$ cat config.mk
export PLATFORM = sky130hd
export DESIGN_NAME = fp_ii_tracker
export DESIGN_NICKNAME = d
export VERILOG_FILES = /design/src/rtl/fp_ii_pkg.sv /design/src/rtl/fp_ii_gate.sv /design/src/rtl/fp_ii_delay.sv /design/src/rtl/fp_ii_tracker.sv
export SDC_FILE = /design/constraint.sdc
export NUM_CORES = 1
export LEC_CHECK = 0
export BUFFER_PORTS_ARGS = -buffer_cell sky130_fd_sc_hd__buf_2
export CORE_MARGIN = 2
export CORE_UTILIZATION = 40
export CTS_CLUSTER_DIAMETER = 80
export DETAILED_ROUTE_END_ITERATION = 16
export MAX_ROUTING_LAYER = met4
export PLACE_DENSITY = 0.62
export SLEW_MARGIN = 20
export SYNTH_ARGS = -nofsm -noshare
export SYNTH_HDL_FRONTEND = slang
export SYNTH_SLANG_ARGS = --single-unit
$ cat constraint.sdc
create_clock -name clk -period 3.1 [get_ports clk]
set_clock_uncertainty 0.1 [all_clocks]
set_input_delay 0.62 -clock clk [delete_from_list [all_inputs] [get_ports clk]]
set_output_delay 0.62 -clock clk [all_outputs]
set_load 0.05 [all_outputs]
$ cat src/rtl/fp_ii_pkg.sv
// Shared constants for the FP issue interval tracker.
// Assumes class codes 0..NUM_CLASS-1 are dense; higher codes are invalid.
package fp_ii_pkg;
    localparam int NUM_CLASS = 6;
    localparam int CLASS_W   = 3;

    typedef enum logic [CLASS_W-1:0] {
        CL_ADD  = 3'd0,
        CL_MUL  = 3'd1,
        CL_DIV  = 3'd2,
        CL_SQRT = 3'd3,
        CL_NEG  = 3'd4,
        CL_CMP  = 3'd5
    } fp_class_e;

    // Cycles from grant to result for a class.
    function automatic int class_latency(input int c);
        case (c)
            0: return 4;
            1: return 8;
            2: return 36;
            3: return 112;
            4: return 2;
            default: return 3;
        endcase
    endfunction

    // Minimum spacing between two grants of a class.
    function automatic int class_interval(input int c);
        case (c)
            0: return 3;
            1: return 4;
            2: return 35;
            3: return 111;
            4: return 1;
            default: return 2;
        endcase
    endfunction

    // Operations of one class that can be in flight at once.
    function automatic int class_slots(input int c);
        return (class_latency(c) + class_interval(c) - 1) / class_interval(c);
    endfunction
endpackage

$ cat src/rtl/fp_ii_gate.sv
// Per-class interval gate. A down-counter is loaded with INTERVAL-1 on
// a grant and counts to zero; the class is ready only at zero.
// Assumes INTERVAL >= 1.
module fp_ii_gate #(
    parameter int INTERVAL = 3
) (
    input  logic clk,
    input  logic rst_n,
    input  logic req,
    output logic ready
);
    localparam int CNT_W = (INTERVAL > 1) ? $clog2(INTERVAL + 1) : 1;
    localparam logic [CNT_W-1:0] RELOAD = CNT_W'(INTERVAL - 1);

    logic [CNT_W-1:0] wait_cnt;
    logic             grant;

    // Ready when no cycles of the interval remain.
    always_comb begin
        ready = (wait_cnt == '0);
        grant = req && ready;
    end

    // Reload on grant, otherwise count down to zero.
    always_ff @(posedge clk) begin
        if (!rst_n) begin
            wait_cnt <= '0;
        end else if (grant) begin
            wait_cnt <= RELOAD;
        end else if (wait_cnt != '0) begin
            wait_cnt <= wait_cnt - 1'b1;
        end
    end


    busy_after_grant_chk: assert property (@(posedge clk) disable iff (!rst_n)
        (grant && (INTERVAL > 1)) |=> !ready);


    single_cycle_free_chk: assert property (@(posedge clk) disable iff (!rst_n)
        (grant && (INTERVAL == 1)) |=> ready);
endmodule

$ cat src/rtl/fp_ii_delay.sv
// Per-class result delay tracker. Holds up to NSLOT outstanding grants,
// each with a countdown and a tag, and fires each one LATENCY cycles after
// its grant. Assumes grants are at least INTERVAL cycles apart and LATENCY >= 2.
module fp_ii_delay #(
    parameter int LATENCY  = 4,
    parameter int INTERVAL = 3,
    parameter int TAG_W    = 8
) (
    input  logic             clk,
    input  logic             rst_n,
    input  logic             take,
    input  logic [TAG_W-1:0] take_tag,
    output logic             fire,
    output logic [TAG_W-1:0] fire_tag
);
    localparam int NSLOT = (LATENCY + INTERVAL - 1) / INTERVAL;
    localparam int PTR_W = (NSLOT > 1) ? $clog2(NSLOT) : 1;
    localparam int CD_W  = $clog2(LATENCY);
    localparam logic [CD_W-1:0]  CD_LOAD  = CD_W'(LATENCY - 1);
    localparam logic [PTR_W-1:0] PTR_LAST = PTR_W'(NSLOT - 1);

    logic [NSLOT-1:0] slot_vld;
    logic [CD_W-1:0]  slot_cd  [NSLOT];
    logic [TAG_W-1:0] slot_tag [NSLOT];
    logic [NSLOT-1:0] slot_fire;
    logic [PTR_W-1:0] wr_ptr;

    // A slot fires when valid and its countdown has reached zero.
    always_comb begin
        fire     = 1'b0;
        fire_tag = '0;
        for (int i = 0; i < NSLOT; i++) begin
            slot_fire[i] = slot_vld[i] && (slot_cd[i] == '0);
            if (slot_fire[i]) begin
                fire     = 1'b1;
                fire_tag = slot_tag[i];
            end
        end
    end

    // Round-robin slot allocation, matching fixed-latency completion order.
    always_ff @(posedge clk) begin
        if (!rst_n) begin
            wr_ptr <= '0;
        end else if (take) begin
            wr_ptr <= (wr_ptr == PTR_LAST) ? '0 : wr_ptr + 1'b1;
        end
    end

    // Each slot: load on grant, count down, clear when it fires.
    for (genvar s = 0; s < NSLOT; s++) begin : g_slot
        always_ff @(posedge clk) begin
            if (!rst_n) begin
                slot_vld[s] <= 1'b0;
                slot_cd[s]  <= '0;
                slot_tag[s] <= '0;
            end else if (take && (wr_ptr == PTR_W'(s))) begin
                slot_vld[s] <= 1'b1;
                slot_cd[s]  <= CD_LOAD;
                slot_tag[s] <= take_tag;
            end else if (slot_fire[s]) begin
                slot_vld[s] <= 1'b0;
            end else if (slot_vld[s]) begin
                slot_cd[s]  <= slot_cd[s] - 1'b1;
            end
        end
    end


    one_fire_chk: assert property (@(posedge clk) disable iff (!rst_n)
        $onehot0(slot_fire));


    no_overwrite_chk: assert property (@(posedge clk) disable iff (!rst_n)
        take |-> (!slot_vld[wr_ptr] || slot_fire[wr_ptr]));


    fire_clears_chk: assert property (@(posedge clk) disable iff (!rst_n)
        (fire && !take) |=> ($countones(slot_vld) < $countones($past(slot_vld))));
endmodule

$ cat src/rtl/fp_ii_tracker.sv
// Structural hazard tracker for a multi-class FP issue port. Decodes the
// request class, grants it when that class's interval has elapsed and
// schedules a tagged result pulse per class. Assumes at most one request
// per cycle and that a stalled request is held unchanged until granted.
module fp_ii_tracker
    import fp_ii_pkg::*;
#(
    parameter int TAG_W = 8
) (
    input  logic                       clk,
    input  logic                       rst_n,
    input  logic                       req_valid,
    input  logic [CLASS_W-1:0]         req_class,
    input  logic [TAG_W-1:0]           req_tag,
    output logic                       issue_accept,
    output logic                       issue_stall,
    output logic [NUM_CLASS-1:0]       done_valid,
    output logic [NUM_CLASS*TAG_W-1:0] done_tag
);
    logic [NUM_CLASS-1:0] sel;
    logic [NUM_CLASS-1:0] ready;
    logic [NUM_CLASS-1:0] grant;

    // Decode the class code into a per-class request.
    always_comb begin
        for (int c = 0; c < NUM_CLASS; c++) begin
            sel[c] = req_valid && (req_class == CLASS_W'(c));
        end
    end

    // Combine per-class outcomes onto the issue port.
    always_comb begin
        grant        = sel & ready;
        issue_accept = |grant;
        issue_stall  = |(sel & ~ready);
    end

    for (genvar c = 0; c < NUM_CLASS; c++) begin : g_class
        fp_ii_gate #(
            .INTERVAL (class_interval(c))
        ) u_gate (
            .clk   (clk),
            .rst_n (rst_n),
            .req   (sel[c]),
            .ready (ready[c])
        );

        fp_ii_delay #(
            .LATENCY  (class_latency(c)),
            .INTERVAL (class_interval(c)),
            .TAG_W    (TAG_W)
        ) u_delay (
            .clk      (clk),
            .rst_n    (rst_n),
            .take     (grant[c]),
            .take_tag (req_tag),
            .fire     (done_valid[c]),
            .fire_tag (done_tag[c*TAG_W +: TAG_W])
        );
    end


    accept_stall_excl_chk: assert property (@(posedge clk) disable iff (!rst_n)
        !(issue_accept && issue_stall));


    bad_class_quiet_chk: assert property (@(posedge clk) disable iff (!rst_n)
        (req_valid && (req_class >= CLASS_W'(NUM_CLASS))) |-> !(issue_accept || issue_stall));


    stall_then_retry_chk: assert property (@(posedge clk) disable iff (!rst_n)
        issue_stall |=> (req_valid && $stable(req_class)));
endmodule

Word-level counts from Yosys, hierarchy flattened
Memory sizes are Yosys's and may differ from the RTL's.
Cells that the tools add are included.
- flip-flop bits (word level): 39
- latch bits: 0
- bits in writable memories: 138
- memory bits (read-only): 0
- input port bits: 14
- output and inout port bits: 56
- logic and storage cells: 398
- memories kept: 12
- $add $sub $neg: 24
- $mul: 0
- div/mod/pow operators: 0
- $lt $le $gt $ge: 0
- equality and inequality tests: 5
- shift operators: 0
- muxes and demuxes: 197
- bitwise logic cells: 49
- reductions and logical operators: 82
- memory list (name ; words ; bits a word ; read ports ; clocked after memory_dff ; write ports ; RTL line ; source):
    g_class[0].u_delay.slot_tag ; 2 ; 8 ; 2 ; 0 ; 2 ; fp_ii_delay.sv:24 ; logic [TAG_W-1:0] slot_tag [NSLOT];
    g_class[1].u_delay.slot_tag ; 2 ; 8 ; 2 ; 0 ; 2 ; fp_ii_delay.sv:24 ;
    g_class[2].u_delay.slot_tag ; 2 ; 8 ; 2 ; 0 ; 2 ; fp_ii_delay.sv:24 ;
    g_class[3].u_delay.slot_tag ; 2 ; 8 ; 2 ; 0 ; 2 ; fp_ii_delay.sv:24 ;
    g_class[4].u_delay.slot_tag ; 2 ; 8 ; 2 ; 0 ; 2 ; fp_ii_delay.sv:24 ;
    g_class[5].u_delay.slot_tag ; 2 ; 8 ; 2 ; 0 ; 2 ; fp_ii_delay.sv:24 ;
    +6 memories ; -- ; -- ; -- ; -- ; -- ; -- ;
- operators by type and width (operator ; count):
    2-to-1 mux 8 bit ; 24
    2-to-1 mux 1 bit ; 145
    2-to-1 mux 7 bit ; 6
    nonzero test 2 bit ; 19
    logical AND 1 bit ; 36
    2-to-1 mux 6 bit ; 6
    bitwise OR 1 bit ; 36
    2-to-1 mux 2 bit ; 12
    logical NOT 7 bit ; 3
    subtractor 7 x 1 -> 7 bit, second input constant ; 3
    logical NOT 6 bit ; 3
    subtractor 6 x 1 -> 6 bit, second input constant ; 3
    AND 6 bit ; 2
    logical NOT 2 bit ; 6
    logical NOT 3 bit ; 4
    2-to-1 mux 3 bit ; 4
    OR reduction 6 bit ; 2
    subtractor 2 x 1 -> 2 bit, second input constant ; 6
    NOT 1 bit ; 10
    OR reduction 2 bit ; 5
    subtractor 3 x 1 -> 3 bit, second input constant ; 3
    nonzero test 7 bit ; 1
    adder 1 bit, second input constant ; 6
    == test 3 x 2 -> 1 bit, second input constant ; 2
    7 further kinds ; 10

Logic depth before layout (Yosys ltp)
- depth after elaboration: 9
- depth in mapped cells: 6
- gate-level depth less buffers: 6

Hierarchy
From an unflattened synthesis, not the netlist that was laid out.
- cells, all modules: 800
- area, all modules: 8795.9 µm²
- modules (own cells, without submodules) (module ; times used ; cells an instance ; area an instance (µm²) ; sequential area each (µm²)):
    fp_ii_delay at g_class[3].u_delay ; 1 ; 152 ; 1691.6 ; 960.9
    fp_ii_delay at g_class[2].u_delay ; 1 ; 118 ; 1483.9 ; 900.9
    fp_ii_delay at g_class[1].u_delay ; 1 ; 90 ; 1202.4 ; 720.7
    fp_ii_delay at g_class[0].u_delay ; 1 ; 108 ; 1101.1 ; 660.6
    fp_ii_delay at g_class[5].u_delay ; 1 ; 106 ; 1082.3 ; 660.6
    fp_ii_delay at g_class[4].u_delay ; 1 ; 83 ; 983.4 ; 590.6
    fp_ii_gate at g_class[3].u_gate ; 1 ; 44 ; 406.6 ; 140.1
    fp_ii_gate at g_class[2].u_gate ; 1 ; 33 ; 300.3 ; 120.1
    fp_ii_tracker ; 1 ; 29 ; 181.4 ; 0.0
    fp_ii_gate at g_class[1].u_gate ; 1 ; 17 ; 163.9 ; 60.1
    fp_ii_gate at g_class[5].u_gate ; 1 ; 10 ; 100.1 ; 40.0
    fp_ii_gate at g_class[0].u_gate ; 1 ; 7 ; 71.3 ; 40.0
    fp_ii_gate at g_class[4].u_gate ; 1 ; 3 ; 27.5 ; 20.0

Worst setup path before layout
OpenSTA, ideal clock, no wires.
- kind: in2reg
- start: input req_class[0]
- end: memory g_class[2].u_delay.slot_cd[0][0] (netlist name) (enable)
- setup time: 316 ps
- arrival time: 2314 ps
- required time: 2684 ps
- slack: 370 ps
- cell stages on the path: 5
- path buffers: 1
- cells stage by stage: buf_2 -> and4bb_2 -> nand3_1 -> o21ai_0 -> a21o_1
- RTL lines (item ; RTL line ; source):
    start: declaration ; fp_ii_tracker.sv:13 ; input logic [CLASS_W-1:0] req_class,
    end: declaration ; fp_ii_delay.sv:23 ; logic [CD_W-1:0] slot_cd [NSLOT];

==> results.txt <==
run status = completed
worst endpoint required time = 2.38 ns
vias = 5420
most frequent CP cell = buf_4
crit path cell chain = inv_1 > ha_1 > or3b_4 > nor3_4 > nor2_1 > buf_4 > a22o_1 > buf_4
CP startpoint = g_class[3].u_delay.slot_cd[1][0]
clock sink count = 177
Final nets = 833
pin count of the biggest net entering global routing = 31
leakage = 4.00 nW
die width = 149 um
relative slew slack = 45.3%
post-synth cell types = 60
final hold slack = 0.330 ns
R2R setup slack = 0.90 ns
antenna violations before repair = 0
post-layout minimum cycle time = 2.97 ns
syn_area_per_cell = 11.7 um^2
total core area = 20400 um^2
final hold violations = 0
share of layout cells above drive strength 1 = 18.5%
hold_buf cts = 0
Max VDD drop = 0.000267 V
Bufs on Longest Clock Path = 2
worst r2r src = g_class[3].u_delay.slot_cd[0][0]
Setup TNS = 0 ns
Post-synth top flop = edfxtp_1
Die H = 149 um
initial DRC count = 372
worst hold path type = flop to flop
P&R area growth vs syn = 16.6%
Post-Syn Area = 8380 um^2
register area share after synthesis = 58.6%
Post-synth EDFFs = 137
fraction of registers with async set/reset = 0%
Final WS setup = 0.134 ns
WL/cell = 15.3 um
vias in the first global route = 5299
IO Count = 70
Post-Syn Instances = 716
reg-to-reg endpoint = g_class[3].u_delay.slot_cd[0][1]
register bit total from synthesis = 177
Worst Tran Pin Value = 0.814 ns
maxcap violations = 0
Power, Total = 6.15 mW
Net Count, Synth = 751
Critical Path Fanout Max = 8
Arr. time, crit path = 2.25 ns
CP Launch Type = flop
total gr overflow = 0
Slew Limit Fails = 0
first-pass GRT wire length = 26900 um
fmax = 0.337 GHz
total wire length = 16500 um
DR pass1 iterations = 5
Total GRT Usage = 16.0%
setup violators final = 0
Synthesis Warnings = 0
post-placement setup slack = 0.420 ns
Slowest cell on crit path = or3b_4
final worst-path cycle share = 95.7%
Post-DP HPWL = 11500 um
Starting Density = 41.0%
crit path to = done_tag[26]
H-tree Lvls = 4
Via density = 5.01
CP peak stage delay = 0.42 ns
Final Util = 47.8%
RSZ-0062 raised after global routing = no
Pwr Density = 630 nW/um^2
Root Driver = clkbuf_16
cell row count = 52
DRT antenna net count = 0
Reg2Reg Depth = 6
Critical Path Sink Type = output port
Final GP Congestion = 0.771
CP Class = flop to output port
Residual DRC = 0
Clock Latency Late Sink = 0.43 ns
total CTS buffers = 17
Worst-path clk slew = 0.07 ns
# diodes = 0
CTS tree = done
Port Buf Inserts = 69
Die Footprint = 22100 um^2
[final cells by class]
| type | instances | area [um^2] |
|---|---|---|
| fillers | 1836 | 10700 |
| flip-flops and latches | 177 | 4910 |
| multi-input cells | 471 | 3220 |
| repair buffers | 92 | 541 |
| clock buffers | 18 | 429 |
| well taps | 270 | 338 |
| clock inverters | 14 | 185 |
| inverters | 39 | 146 |
[power by group]
group / internal [mW] / switching, mW
sequential: 2.76 / 0.141
clock: 1.35 / 0.888
combinational: 0.424 / 0.595
total: 4.53 / 1.62
[per-layer routing]
layer | vias to the layer above | share of wire [%] | track usage, % | routed length (um)
li1 | 2727 | - | - | -
met1 | 2577 | 48 | 21.5 | 7950
met2 | 100 | 46 | 24.7 | 7670
met3 | 16 | 3.9 | 3.09 | 652
met4 | 0 | 1.6 | 4.95 | 257
met5 | - | 0 | - | 0
[synth_stat cells (18+ instances only)]
master    number  share of area, %
a22o_1        48               5.0
and2_1       101               7.5
clkbuf_1      18              0.81
dfxtp_1       40               9.6
edfxtp_1     137                49
ha_1          21               3.1
inv_1         39               1.7
nand2_1       39               1.7
nand3_1       18               1.1
nor2_1        42               1.9
o21ai_0       24               1.4
xnor2_1       20               2.1
[sequential cells by signal (all words and copies together), names as in the netlist]
signal / cells
g_class.u_gate.wait_cnt: 21
g_class.u_delay.slot_cd: 42
g_class.u_delay.wr_ptr: 6
g_class.u_delay.slot_vld: 12
g_class.u_delay.slot_tag: 96
[critical path: cells and delay by family (launching register included)]
family	cells	cell delay [ns]
AND/OR/NAND/NOR	3	0.66
buffers and inverters	3	0.42
flip-flops	1	0.40
AO/OA/AOI/OAI	1	0.18
adder cells (fa/ha/maj)	1	0.17
[through the flow]
stage | instances | instance area, um^2
after floorplan | 716 | 8380
after global placement | 1047 | 9090
after detailed placement | 1047 | 9090
after CTS | 1079 | 9720
after global routing | 1081 | 9770
final | 1081 | 9770
[worst min path at each step]
stage / from / to / cells past startpoint
after floorplan: g_class[0].u_gate.wait_cnt[0] / g_class[0].u_gate.wait_cnt[0] / 1
after global placement: g_class[0].u_gate.wait_cnt[0] / g_class[0].u_gate.wait_cnt[0] / 1
after detailed placement: g_class[0].u_gate.wait_cnt[0] / g_class[0].u_gate.wait_cnt[0] / 1
after CTS: g_class[0].u_gate.wait_cnt[0] / g_class[0].u_gate.wait_cnt[0] / 1
after global routing: g_class[0].u_gate.wait_cnt[0] / g_class[0].u_gate.wait_cnt[0] / 1
final: g_class[0].u_gate.wait_cnt[0] / g_class[0].u_gate.wait_cnt[0] / 1
[repair_timing]
| item | CTS | global route |
|---|---|---|
| endpoints found under the setup margin | 8 | 34 |
| resized for setup | 8 | 9 |
| endpoints found under the hold margin | 0 | 0 |
| buffers inserted | 0 | 2 |
[logic make-up (layout without fill, tap and decap cells)]
| group | after synthesis | count (layout) | synth area share [%] |
|---|---|---|---|
| mux | 6 | 6 | 0.717 |
| buf+inv | 68 | 163 | 3.34 |
| compound gates | 126 | 126 | 10.9 |
| other cells | 1 | 1 | 0.0447 |
| flops | 177 | 177 | 58.6 |
| fa+ha+maj | 21 | 21 | 3.14 |
| xor+xnor | 27 | 27 | 2.82 |
| simple gates | 290 | 290 | 20.4 |
[cell usage in the layout (no fill, tap or decap), types with 8 or more instances in the layout]
cell type  count
o21ai_0       24
ha_1          21
buf_4         31
edfxtp_1     137
clkbuf_16     17
nand2b_1      17
and2_1       101
a211oi_1       8
a21oi_1       17
buf_2         60
inv_1         39
nand3_1       18
nor3_1        16
dfxtp_1       40
nor2_1        39
a22o_1        48
xnor2_1       20
nand2_1       39
Note: power is estimated with default switching activity, not from simulation.
